## config.mk

```make
export PLATFORM = sky130hd
export DESIGN_NAME = dual_issue_ctl
export DESIGN_NICKNAME = d
export VERILOG_FILES = /design/src/rtl/dual_issue_ctl.sv
export SDC_FILE = /design/constraint.sdc
export NUM_CORES = 1
export LEC_CHECK = 0
export ABC_AREA = 1
export ABC_CLOCK_PERIOD_IN_PS = 5050
export BUFFER_PORTS_ARGS = -buffer_cell sky130_fd_sc_hd__buf_2
export CORE_UTILIZATION = 55
export DETAILED_ROUTE_END_ITERATION = 7
export HOLD_SLACK_MARGIN = 0.15
export PLACE_DENSITY = 0.77
export SKIP_LAST_GASP = 1
export SYNTH_ARGS = -nofsm -noshare
export SYNTH_HDL_FRONTEND = slang
export SYNTH_SLANG_ARGS = --single-unit
```

## constraint.sdc

```tcl
create_clock -name clk -period 5.05 [get_ports clk]
set_clock_uncertainty 0.1 [all_clocks]
set_input_delay 0 -clock clk [delete_from_list [all_inputs] [get_ports clk]]
set_output_delay 0 -clock clk [all_outputs]
set_load 0.01 [all_outputs]
```

## src/rtl/dual_issue_ctl.sv

```systemverilog
`timescale 1ns/1ps
module dual_issue_ctl #(
  parameter int NREG = 32,
  parameter int LW = 3,
  localparam int RW = $clog2(NREG)
) (
  input  logic          clk,
  input  logic          rst_n,
  input  logic          flush,
  input  logic          in_valid,
  output logic          in_ready,
  input  logic [RW-1:0] a_dst,
  input  logic [RW-1:0] a_src0,
  input  logic          a_src0_en,
  input  logic [RW-1:0] a_src1,
  input  logic          a_src1_en,
  input  logic          a_fp,
  input  logic [LW-1:0] a_lat,
  input  logic [RW-1:0] b_dst,
  input  logic [RW-1:0] b_src0,
  input  logic          b_src0_en,
  input  logic [RW-1:0] b_src1,
  input  logic          b_src1_en,
  input  logic          b_fp,
  input  logic [LW-1:0] b_lat,
  output logic          iss0,
  output logic [1:0]    iss0_unit,
  output logic          iss1,
  output logic [1:0]    iss1_unit,
  output logic          wb0_valid,
  output logic [RW-1:0] wb0_reg,
  output logic          wb1_valid,
  output logic [RW-1:0] wb1_reg
);
  localparam int NU = 3;

  logic [1:0]      v, sae, sbe, sfp;
  logic [RW-1:0]   sd [2];
  logic [RW-1:0]   sa [2];
  logic [RW-1:0]   sb [2];
  logic [LW-1:0]   sl [2];
  logic [NREG-1:0] busy, clr, set;
  logic [LW-1:0]   cnt [NU];
  logic [RW-1:0]   ud [NU];
  logic [NU-1:0]   yng, free, fin;
  logic [LW-1:0]   maxc;
  logic [1:0]      solo, usel0, usel1;
  logic            pair_ok, go0, go1;

  always_comb begin
    maxc = '0;
    for (int u = 0; u < NU; u++) begin
      free[u] = (cnt[u] == '0);
      fin[u]  = (cnt[u] == LW'(1));
      if (cnt[u] > maxc) maxc = cnt[u];
    end
    for (int s = 0; s < 2; s++)
      solo[s] = v[s] && !(sae[s] && busy[sa[s]]) && !(sbe[s] && busy[sb[s]]) &&
                !busy[sd[s]] && (sl[s] >= maxc) && (sfp[s] ? free[2] : |free[1:0]);
  end

  assign in_ready = ~|v;
  assign usel0 = sfp[0] ? 2'd2 : (free[0] ? 2'd0 : 2'd1);
  assign go0 = !flush && solo[0];
  assign pair_ok = !(sae[1] && sa[1] == sd[0]) && !(sbe[1] && sb[1] == sd[0]) &&
                   (sd[1] != sd[0]) && (sl[1] >= sl[0]) &&
                   (sfp[1] ? !sfp[0] : (sfp[0] || &free[1:0]));
  assign go1 = !flush && solo[1] && (!v[0] || (go0 && pair_ok));
  assign usel1 = sfp[1] ? 2'd2 : ((go0 && !sfp[0]) ? 2'd1 : (free[0] ? 2'd0 : 2'd1));

  assign iss0 = go0;
  assign iss1 = go1;
  assign iss0_unit = usel0;
  assign iss1_unit = usel1;

  always_comb begin
    wb0_valid = 1'b0; wb0_reg = '0; wb1_valid = 1'b0; wb1_reg = '0;
    clr = '0; set = '0;
    for (int u = 0; u < NU; u++) begin
      if (fin[u]) clr[ud[u]] = 1'b1;
      if (fin[u] && !yng[u]) begin wb0_valid = 1'b1; wb0_reg = ud[u]; end
      if (fin[u] && yng[u])  begin wb1_valid = 1'b1; wb1_reg = ud[u]; end
    end
    if (go0) set[sd[0]] = 1'b1;
    if (go1) set[sd[1]] = 1'b1;
  end

  always_ff @(posedge clk) begin
    if (in_valid && in_ready) begin
      sd[0] <= a_dst; sa[0] <= a_src0; sb[0] <= a_src1; sl[0] <= a_lat;
      sd[1] <= b_dst; sa[1] <= b_src0; sb[1] <= b_src1; sl[1] <= b_lat;
    end
    for (int u = 0; u < NU; u++)
      if (go0 && int'(usel0) == u) ud[u] <= sd[0];
      else if (go1 && int'(usel1) == u) ud[u] <= sd[1];
  end

  always_ff @(posedge clk or negedge rst_n) begin
    if (!rst_n) begin
      v <= '0; sae <= '0; sbe <= '0; sfp <= '0; busy <= '0; yng <= '0;
      for (int u = 0; u < NU; u++) cnt[u] <= '0;
    end else if (flush) begin
      v <= '0; busy <= '0; yng <= '0;
      for (int u = 0; u < NU; u++) cnt[u] <= '0;
    end else begin
      if (in_valid && in_ready) begin
        v <= 2'b11;
        sae <= {b_src0_en, a_src0_en}; sbe <= {b_src1_en, a_src1_en}; sfp <= {b_fp, a_fp};
      end else begin
        if (go0) v[0] <= 1'b0;
        if (go1) v[1] <= 1'b0;
      end
      for (int u = 0; u < NU; u++) begin
        if (go0 && int'(usel0) == u) begin
          cnt[u] <= sl[0]; yng[u] <= 1'b0;
        end else if (go1 && int'(usel1) == u) begin
          cnt[u] <= sl[1]; yng[u] <= go0 && (sl[1] == sl[0]);
        end else if (cnt[u] != '0) begin
          cnt[u] <= cnt[u] - LW'(1);
        end
      end
      busy <= (busy & ~clr) | set;
    end
  end

  AST_READY_IDLE: assert property (@(posedge clk) disable iff (!rst_n)
    in_ready |-> !iss0 && !iss1);
  AST_SLOT_ORDER: assert property (@(posedge clk) disable iff (!rst_n)
    iss1 && !iss0 |-> !v[0]);
  AST_BUSY_SET: assert property (@(posedge clk) disable iff (!rst_n)
    iss0 |=> busy[$past(sd[0])]);
  AST_TWO_WB: assert property (@(posedge clk) disable iff (!rst_n)
    $countones(fin) <= 2);
  AST_WB_PAIR: assert property (@(posedge clk) disable iff (!rst_n)
    wb1_valid |-> wb0_valid);
  AST_FLUSH_CLEAR: assert property (@(posedge clk) disable iff (!rst_n)
    flush |=> in_ready && !wb0_valid && !wb1_valid);
endmodule

```

==> results of run 1 <==
report_power, final:
group / leakage (nW) / switching [W] / internal [W]
Sequential: 1.17 / 0.000192 / 0.00103
Combinational: 2.50 / 0.00128 / 0.000742
Clock: 0.140 / 0.000347 / 0.000337
synth_stat cells (17+ instances only):
| cell type | instances |
|---|---|
| edfxtp_1 | 51 |
| o221ai_1 | 17 |
| a31oi_1 | 34 |
| buf_2 | 23 |
| o211ai_1 | 26 |
| dfrtp_1 | 52 |
| ha_1 | 24 |
| nand2_1 | 257 |
| inv_1 | 107 |
| nor3_1 | 40 |
| a21oi_1 | 58 |
| nand3_1 | 161 |
| o21ai_0 | 92 |
| nor2_1 | 74 |
metrics by stage:
step / setup WS (ns) / power, W / utilization / cell area [um^2]
2_1_floorplan: 0.343 / 0.00254 / - / 8040
4_1_cts: 0.0519 / 0.00376 / 0.652 / 9160
3_5_place_dp: 0.0888 / 0.00306 / 0.602 / 8450
6_report: 0.340 / 0.00393 / 0.659 / 9260
5_1_grt: -0.0604 / 0.00419 / 0.659 / 9260
3_3_place_gp: 0.162 / 0.00304 / 0.602 / 8450
routing by layer:
| metal | vias to the layer above | track usage |
|---|---|---|
| met5 | - | 0 |
| met3 | 137 | 0.124 |
| met4 | 2 | 0.215 |
| li1 | 4166 | - |
| met2 | 694 | 0.566 |
| met1 | 4139 | 0.558 |
sequential cells by signal, summed over array words and instances (netlist names):
name,cells
busy,32
ud,15
sa,10
sb,10
sd,10
cnt,9
sl,6
yng,3
sae,2
sbe,2
sfp,2
v,2
cell families after synthesis:
| group | count (synthesis) | synth area share |
|---|---|---|
| XOR/XNOR | 7 | 0.00763 |
| AO/OA/AOI/OAI | 277 | 0.209 |
| flip-flops | 103 | 0.352 |
| multiplexers | 4 | 0.00560 |
| buffers and inverters | 168 | 0.0893 |
| adder cells (fa/ha/maj) | 24 | 0.0374 |
| AND/OR/NAND/NOR | 553 | 0.299 |
worst max path at each step:
stage,endpoint,slack (ns)
2_1_floorplan,sae[0],0.34
3_3_place_gp,cnt[4],0.16
3_5_place_dp,ud[1][3],0.09
4_1_cts,ud[1][3],0.05
5_1_grt,ud[0][1],-0.06
6_report,ud[0][3],0.34
critical path: stages (launching register included):
cell,delay [ns]
dfrtp_1,0.35
inv_1,0.08
ha_1,0.18
nand2_1,0.08
nand2_1,0.08
ha_1,0.30
nand2_1,0.06
o21ai_2,0.19
nand2_2,0.10
nand2_1,0.06
o21ai_1,0.09
ha_1,0.31
nand2_1,0.06
o21ai_2,0.18
o21ai_0,0.19
ha_1,0.36
nand2_1,0.06
o211a_1,0.21
a21oi_1,0.11
nand2_1,0.06
nor2_1,0.09
nand2_1,0.09
nor2_4,0.19
nand3_2,0.16
nor2_1,0.23
inv_1,0.17
nand2_1,0.25
timing repair:
action                                 4_1_cts  5_1_grt
setup buffers                                0        3
gates resized for setup                      0       20
setup endpoints to repair                    0       78
endpoints found under the hold margin       94        0
hold buffers                                43        0
final cells by class:
| type | instances | area share |
|---|---|---|
| Inverter | 119 | 0.0485 |
| Multi-Input combinational cell | 866 | 0.490 |
| Clock buffer | 9 | 0.0243 |
| Sequential cell | 103 | 0.306 |
| Timing Repair Buffer | 127 | 0.101 |
| Tap cell | 180 | 0.0243 |
| Clock inverter | 7 | 0.00500 |
==> out/results.tsv, run 1 <==
stage	metric	value	unit
outcome	outcome	finished, final reports clean	
sta	tns	0	ns
layout	seq_area	2830	um^2
sta	hold_viol	0	
floorplanning	dieArea	15100	um^2
drt	dr.pass1.iters	6	
cts	cts_tree	yes	
drt	drc	0	
yosys	syn_area	8040	um^2
sta	grt_setup_unrepaired	yes	
floorplanning	die_height	123	um
sta	drv_slew	0	
drt	highest_layer	met5	
drt	first_iter_violations	1575	
power_and_ir_drop	leakagePower	3.81	nW
layout	finalNonFillerCells	1411	
layout	diodes	0	
yosys	yosysWarnings	0	
yosys	synth_nets	1206	
drt	wire_per_inst	21.2	um
sta	finalSetupViolCount	0	
worst_setup_path	cp-end-kind	register	
yosys	synth_cells	1136	
worst_setup_path	r2r_end	ud[0][3]	
layout	layout.nets	1296	
grt	grt_antenna_before_repair	1	
placed_design	dp_cells	1347	
min_path	holdCritPathClass	in -> reg	
floorplanning	fp.dieW	123	um
power_and_ir_drop	powerDensity	425	nW/um^2
cts	htree_levels	3	
drt	wl_met1	11900	um
sta	slew_headroom	0.166	
sta	period_share	0.933	
yosys	yosys_most_used_dff	dfrtp_1	
grt	grt_pass1_wl	45100	um
yosys	synthArstFlopShare	0.505	
layout	final_cell_mix	nand2_1 (250), nand3_1 (161), inv_1 (107)	
drt	wl_met2	12300	um
worst_setup_path	cp-startpoint	cnt[7]	
drt	avgViaCountPerCell	6.48	
worst_setup_path	worstPathArrival	4.66	ns
floorplanning	start_util	0.572	
floorplanning	placeableCoreArea	14000	um^2
worst_setup_path	critPathMaxFanout	6	
drt	wl	29900	um
placed_design	hpwl	20000	um
worst_setup_path	rrSetupSlack	0.34	ns
grt	grt_use_total	0.405	
sta	timing.hold.ws	0.203	ns
layout	area_growth	15.1	%
yosys	ys_seq_area_frac	0.352	
grt	grt_max_degree	53	
layout	multi_input_area	4540	um^2
sta	min_period	4.71	ns
cts	clock_path_buffers	2	
min_path	hp-start	flush	
layout	nFillCells	1240	
grt	gr-total-overflow	0	
min_path	hold-path-cell-count	2	
sta	fmax	0.212	GHz
job	drv_cap	0	
floorplanning	rows	43	
yosys	synth_top_area_share	0.191	
worst_setup_path	start_kind	register	
worst_setup_path	r2r_start	cnt[7]	
min_path	hold_path_end	busy[13]	
cts	cts_root_buffer	clkbuf_16	
yosys	ys_ff_latch	103	
placed_design	gp_congestion	0.987	
cts	clk_latency	0.37	ns
worst_setup_path	critical_path_required	5.00	ns
floorplanning	io_pins	65	
cts	clk_pin_slew_worst_paths	0.08	ns
yosys	synth_edf_count	51	
placed_design	port_buffers	64	
yosys	synthTopCellsByArea	edfxtp_1 (19%), dfrtp_1 (16%), nand2_1 (12%)	
drt	vias	9138	
worst_setup_path	ff2ff_path_depth	26	
cts	numClockSinks	103	
layout	final_common_cell	nand2_1	
drt	final_antenna_net_count	0	
layout	layout-drive-gt1-share	0.111	
cts	numCtsBuffers	9	
worst_setup_path	path_class	reg -> reg	
power_and_ir_drop	vdd_drop_max	0.314	mV
sta	worstMarginPinSlew	1.24	ns
grt	grt_pass1_vias	8261	
yosys	yosysTopAreaCell	edfxtp_1	
drt	met3WireLength	4090	um
yosys	avgSynthCellArea	7.08	um^2
yosys	ys_types	43	
Note: power is estimated with default switching activity, not from simulation.
==> run 2: changes to the inputs <==
--- a/config.mk
+++ b/config.mk
@@ -5,9 +5,8 @@
 export SDC_FILE = /design/constraint.sdc
 export NUM_CORES = 1
 export LEC_CHECK = 0
-export ABC_AREA = 1
 export ABC_CLOCK_PERIOD_IN_PS = 5050
-export BUFFER_PORTS_ARGS = -buffer_cell sky130_fd_sc_hd__buf_2
+export BUFFER_PORTS_ARGS = -buffer_cell sky130_fd_sc_hd__buf_4
 export CORE_UTILIZATION = 55
 export DETAILED_ROUTE_END_ITERATION = 7
 export HOLD_SLACK_MARGIN = 0.15
==> run 2 against run 1 <==
The run now ends with negative setup slack left; final cell count fell by 23%; synthesized cell count fell by 32%; die area decreased by 4.6%; register-to-register slack worse by 0.65 ns.
==> out/results.tsv, run 2 <==
stage	metric	value	unit	change
power_and_ir_drop	p_sw	0.00164	W	-10%
yosys	synth_edf_count	51		unchanged
job	drv_cap	0		unchanged
yosys	synthArstFlopShare	0.505		unchanged
worst_setup_path	slowest_stage	dfrtp_1		
sta	fin_ws	-0.310	ns	-0.650 ns
worst_setup_path	worstPathArrival	5.47	ns	+0.81 ns
grt	grt_max_degree	53		unchanged
layout	diodes	0		unchanged
worst_setup_path	r2r_end	yng[0]		
placed_design	port_buffers	64		unchanged
drt	first_iter_violations	1264		-20%
cts	cts_root_buffer	clkbuf_16		
grt	grt_use_total	0.413		+0.00778
layout	multi_input_area	4970	um^2	+9.6%
floorplanning	placeableCoreArea	13400	um^2	-4.6%
placed_design	hpwl	18700	um	-6.4%
layout	largest_registers	busy (32), ud (15)		
sta	finalSetupViolCount	75		+75
power_and_ir_drop	vdd_drop_max	0.373	mV	+19%
power_and_ir_drop	internal-power	0.00245	W	+16%
drt	wire_per_inst	27.3	um	+29%
floorplanning	start_util	0.572		about the same
yosys	ys_ff_latch	103		unchanged
worst_setup_path	critical_path_required	5.16	ns	+0.16 ns
layout	final_cell_mix	buf_4 (107), nor2_1 (72), dfrtp_1 (52)		
floorplanning	fp.dieW	120	um	-2.3%
layout	layout-drive-gt1-share	0.311		+0.200
power_and_ir_drop	leakagePower	3.78	nW	-0.70%
cts	numCtsBuffers	9		unchanged
cts	clk_latency	0.36	ns	about the same
layout	largest_reg_flops	32		unchanged
worst_setup_path	rrSetupSlack	-0.31	ns	-0.65 ns
yosys	synth_nets	837		-31%
yosys	yosys_most_used_dff	dfrtp_1		
power_and_ir_drop	finalPower	0.00408	W	+3.9%
cts	clock_path_buffers	2		unchanged
sta	worstMarginPinSlew	1.41	ns	+0.173 ns
yosys	synth_common_cells	nor2_1 (75), nand2_1 (54), dfrtp_1 (52)		
power_and_ir_drop	p_seq_frac	0.303		-0.008
worst_setup_path	critPathMaxFanout	4		-2
sta	period_share	1.06		+0.129
cts	cts_tree	yes		
min_path	holdCritPathClass	in -> async		
yosys	avgSynthCellArea	9.99	um^2	+41%
floorplanning	dieArea	14400	um^2	-4.6%
placed_design	place_ws	-0.352	ns	-0.441 ns
outcome	failed_checks	negative setup slack		
power_and_ir_drop	powerDensity	409	nW/um^2	-3.8%
drt	wl	29400	um	-1.5%
yosys	yosysTopAreaCell	edfxtp_1		
worst_setup_path	cp_common_cell	a21oi_2		
power_and_ir_drop	clkPwrFrac	0.198		+0.024
worst_setup_path	slowest_delay	0.37	ns	about the same
placed_design	gp_congestion	0.979		-0.77%
drt	vias	7790		-15%
drt	dr.pass1.iters	6		unchanged
layout	nFillCells	875		-29%
worst_setup_path	cp-end-kind	register		
sta	fmax	0.187	GHz	-12%
layout	final_common_cell	buf_4		
floorplanning	rows	42		-2.3%
sta	min_period	5.36	ns	+0.650 ns
sta	hold_viol	0		unchanged
cts	numClockSinks	103		unchanged
sta	drv_slew	0		unchanged
drt	avgViaCountPerCell	7.21		+11%
yosys	ys_types	57		+33%
grt	grt_pass1_vias	7563		-8.4%
cts	htree_levels	3		unchanged
layout	seq_area	2830	um^2	unchanged
yosys	yosysWarnings	0		unchanged
yosys	post-synth-top-count-cell	nor2_1		
power_and_ir_drop	swShare	0.401		-0.0630
sta	slew_headroom	0.0551		-0.111
sta	tns	-12.73	ns	-12.73 ns
worst_setup_path	ff2ff_path_depth	32		+23%
grt	gr-total-overflow	0		unchanged
drt	drc	0		unchanged
worst_setup_path	path_class	reg -> reg		
sta	grt_setup_unrepaired	yes		
outcome	outcome	finished, violations left		
worst_setup_path	start_kind	register		
drt	final_antenna_net_count	0		unchanged
power_and_ir_drop	comb_power_share	0.499		-0.016
yosys	synth_top_area_share	0.200		+0.00930
cts	clk_pin_slew_worst_paths	0.08	ns	about the same
yosys	ys_seq_area_frac	0.370		+0.0172
floorplanning	die_height	120	um	-2.3%
layout	final_util	0.746		+0.0868
floorplanning	io_pins	65		unchanged
yosys	synth_cells	767		-32%
sta	timing.hold.ws	0.140	ns	-0.0631 ns
grt	grt_pass1_wl	43700	um	-3.1%
layout	area_growth	30.4	%	
worst_setup_path	r2r_start	cnt[7]		
layout	layout.nets	969		-25%
layout	top_register	busy		
grt	grt_antenna_before_repair	0		-1
yosys	synthTopCellsByArea	edfxtp_1 (20%), dfrtp_1 (17%), mux4_2 (13%)		
yosys	syn_area	7660	um^2	-4.7%
-- run 2: cell count changes after synthesis, sizes merged, moves of 18 or more --
cell / before / now
mux2i: 0 / 23
nand2: 260 / 54
o21ai: 97 / 52
mux4: 0 / 45
mux2: 4 / 22
nor3: 40 / 10
nand3: 163 / 15
inv: 114 / 23
a211oi: 5 / 35
o211ai: 26 / 5
o22ai: 6 / 34
a31oi: 34 / 4
clkbuf: 16 / 39
buf: 33 / 15
-- run 2: power by group through the flow --
stage,clock network (W),registers [W],logic (W)
after floorplan,0,0.00109,0.00106
after global placement,0,0.00122,0.00151
after detailed placement,0,0.00123,0.00156
after CTS,0.000803,0.00121,0.00180
after global routing,0.000833,0.00125,0.00219
final,0.000807,0.00124,0.00204
-- run 2: per-layer routing --
metal	track usage	wire [um]	up-vias
met2	0.619	13000	693
met4	0.195	1550	0
met3	0.112	3830	153
met1	0.554	11000	3739
li1	-	-	3205
met5	0	0	-
-- run 2: through the flow --
stage                     instances  area, um^2
after floorplan                 767        7730
after global placement          992        8500
after detailed placement        992        8500
after CTS                      1072        9580
after global routing           1080       10000
final                          1080       10000
-- run 2: cell families after synthesis --
group / count (synthesis) / share of synthesized area
fa+ha+maj: 24 / 0.0392
simple gates: 238 / 0.156
compound gates: 217 / 0.180
flops: 103 / 0.370
xor+xnor: 18 / 0.0206
buf+inv: 77 / 0.0405
mux: 90 / 0.195
-- run 2: layout make-up --
| class | instances | area share |
|---|---|---|
| clock buffer | 9 | 0.0225 |
| timing repair buffer | 175 | 0.154 |
| multi-input combinational | 587 | 0.497 |
| clock inverter | 7 | 0.0114 |
| sequential | 103 | 0.283 |
| inverter | 23 | 0.00889 |
| tap | 176 | 0.0220 |
-- run 2: how the worst max path moves through the flow --
stage            from  slack (ns)  cells past startpoint        to
2_1_floorplan  cnt[6]        0.02                     26  ud[0][4]
3_3_place_gp   cnt[7]       -0.11                     30  ud[1][0]
3_5_place_dp   cnt[7]       -0.35                     30  ud[1][1]
4_1_cts        cnt[6]        0.02                     32    cnt[1]
5_1_grt        cnt[7]       -0.56                     32    cnt[8]
6_report       cnt[7]       -0.31                     32    yng[0]
-- run 2: repair_timing --
| action | CTS | global route |
|---|---|---|
| endpoints found under the setup margin | 76 | 76 |
| pin swaps | 15 | 18 |
| endpoints found under the hold margin | 133 | 0 |
| buffers inserted | 13 | 8 |
| hold buffers | 51 | 0 |
| resized for setup | 25 | 70 |
| gates cloned | 1 | 0 |
-- run 2: critical path: cells and delay by family (launching register included) --
kind	cells	cell delay (ns)
simple gates	11	1.41
flops	1	0.37
fa+ha+maj	4	0.97
compound gates	10	1.47
buf+inv	6	0.65
mux	1	0.21
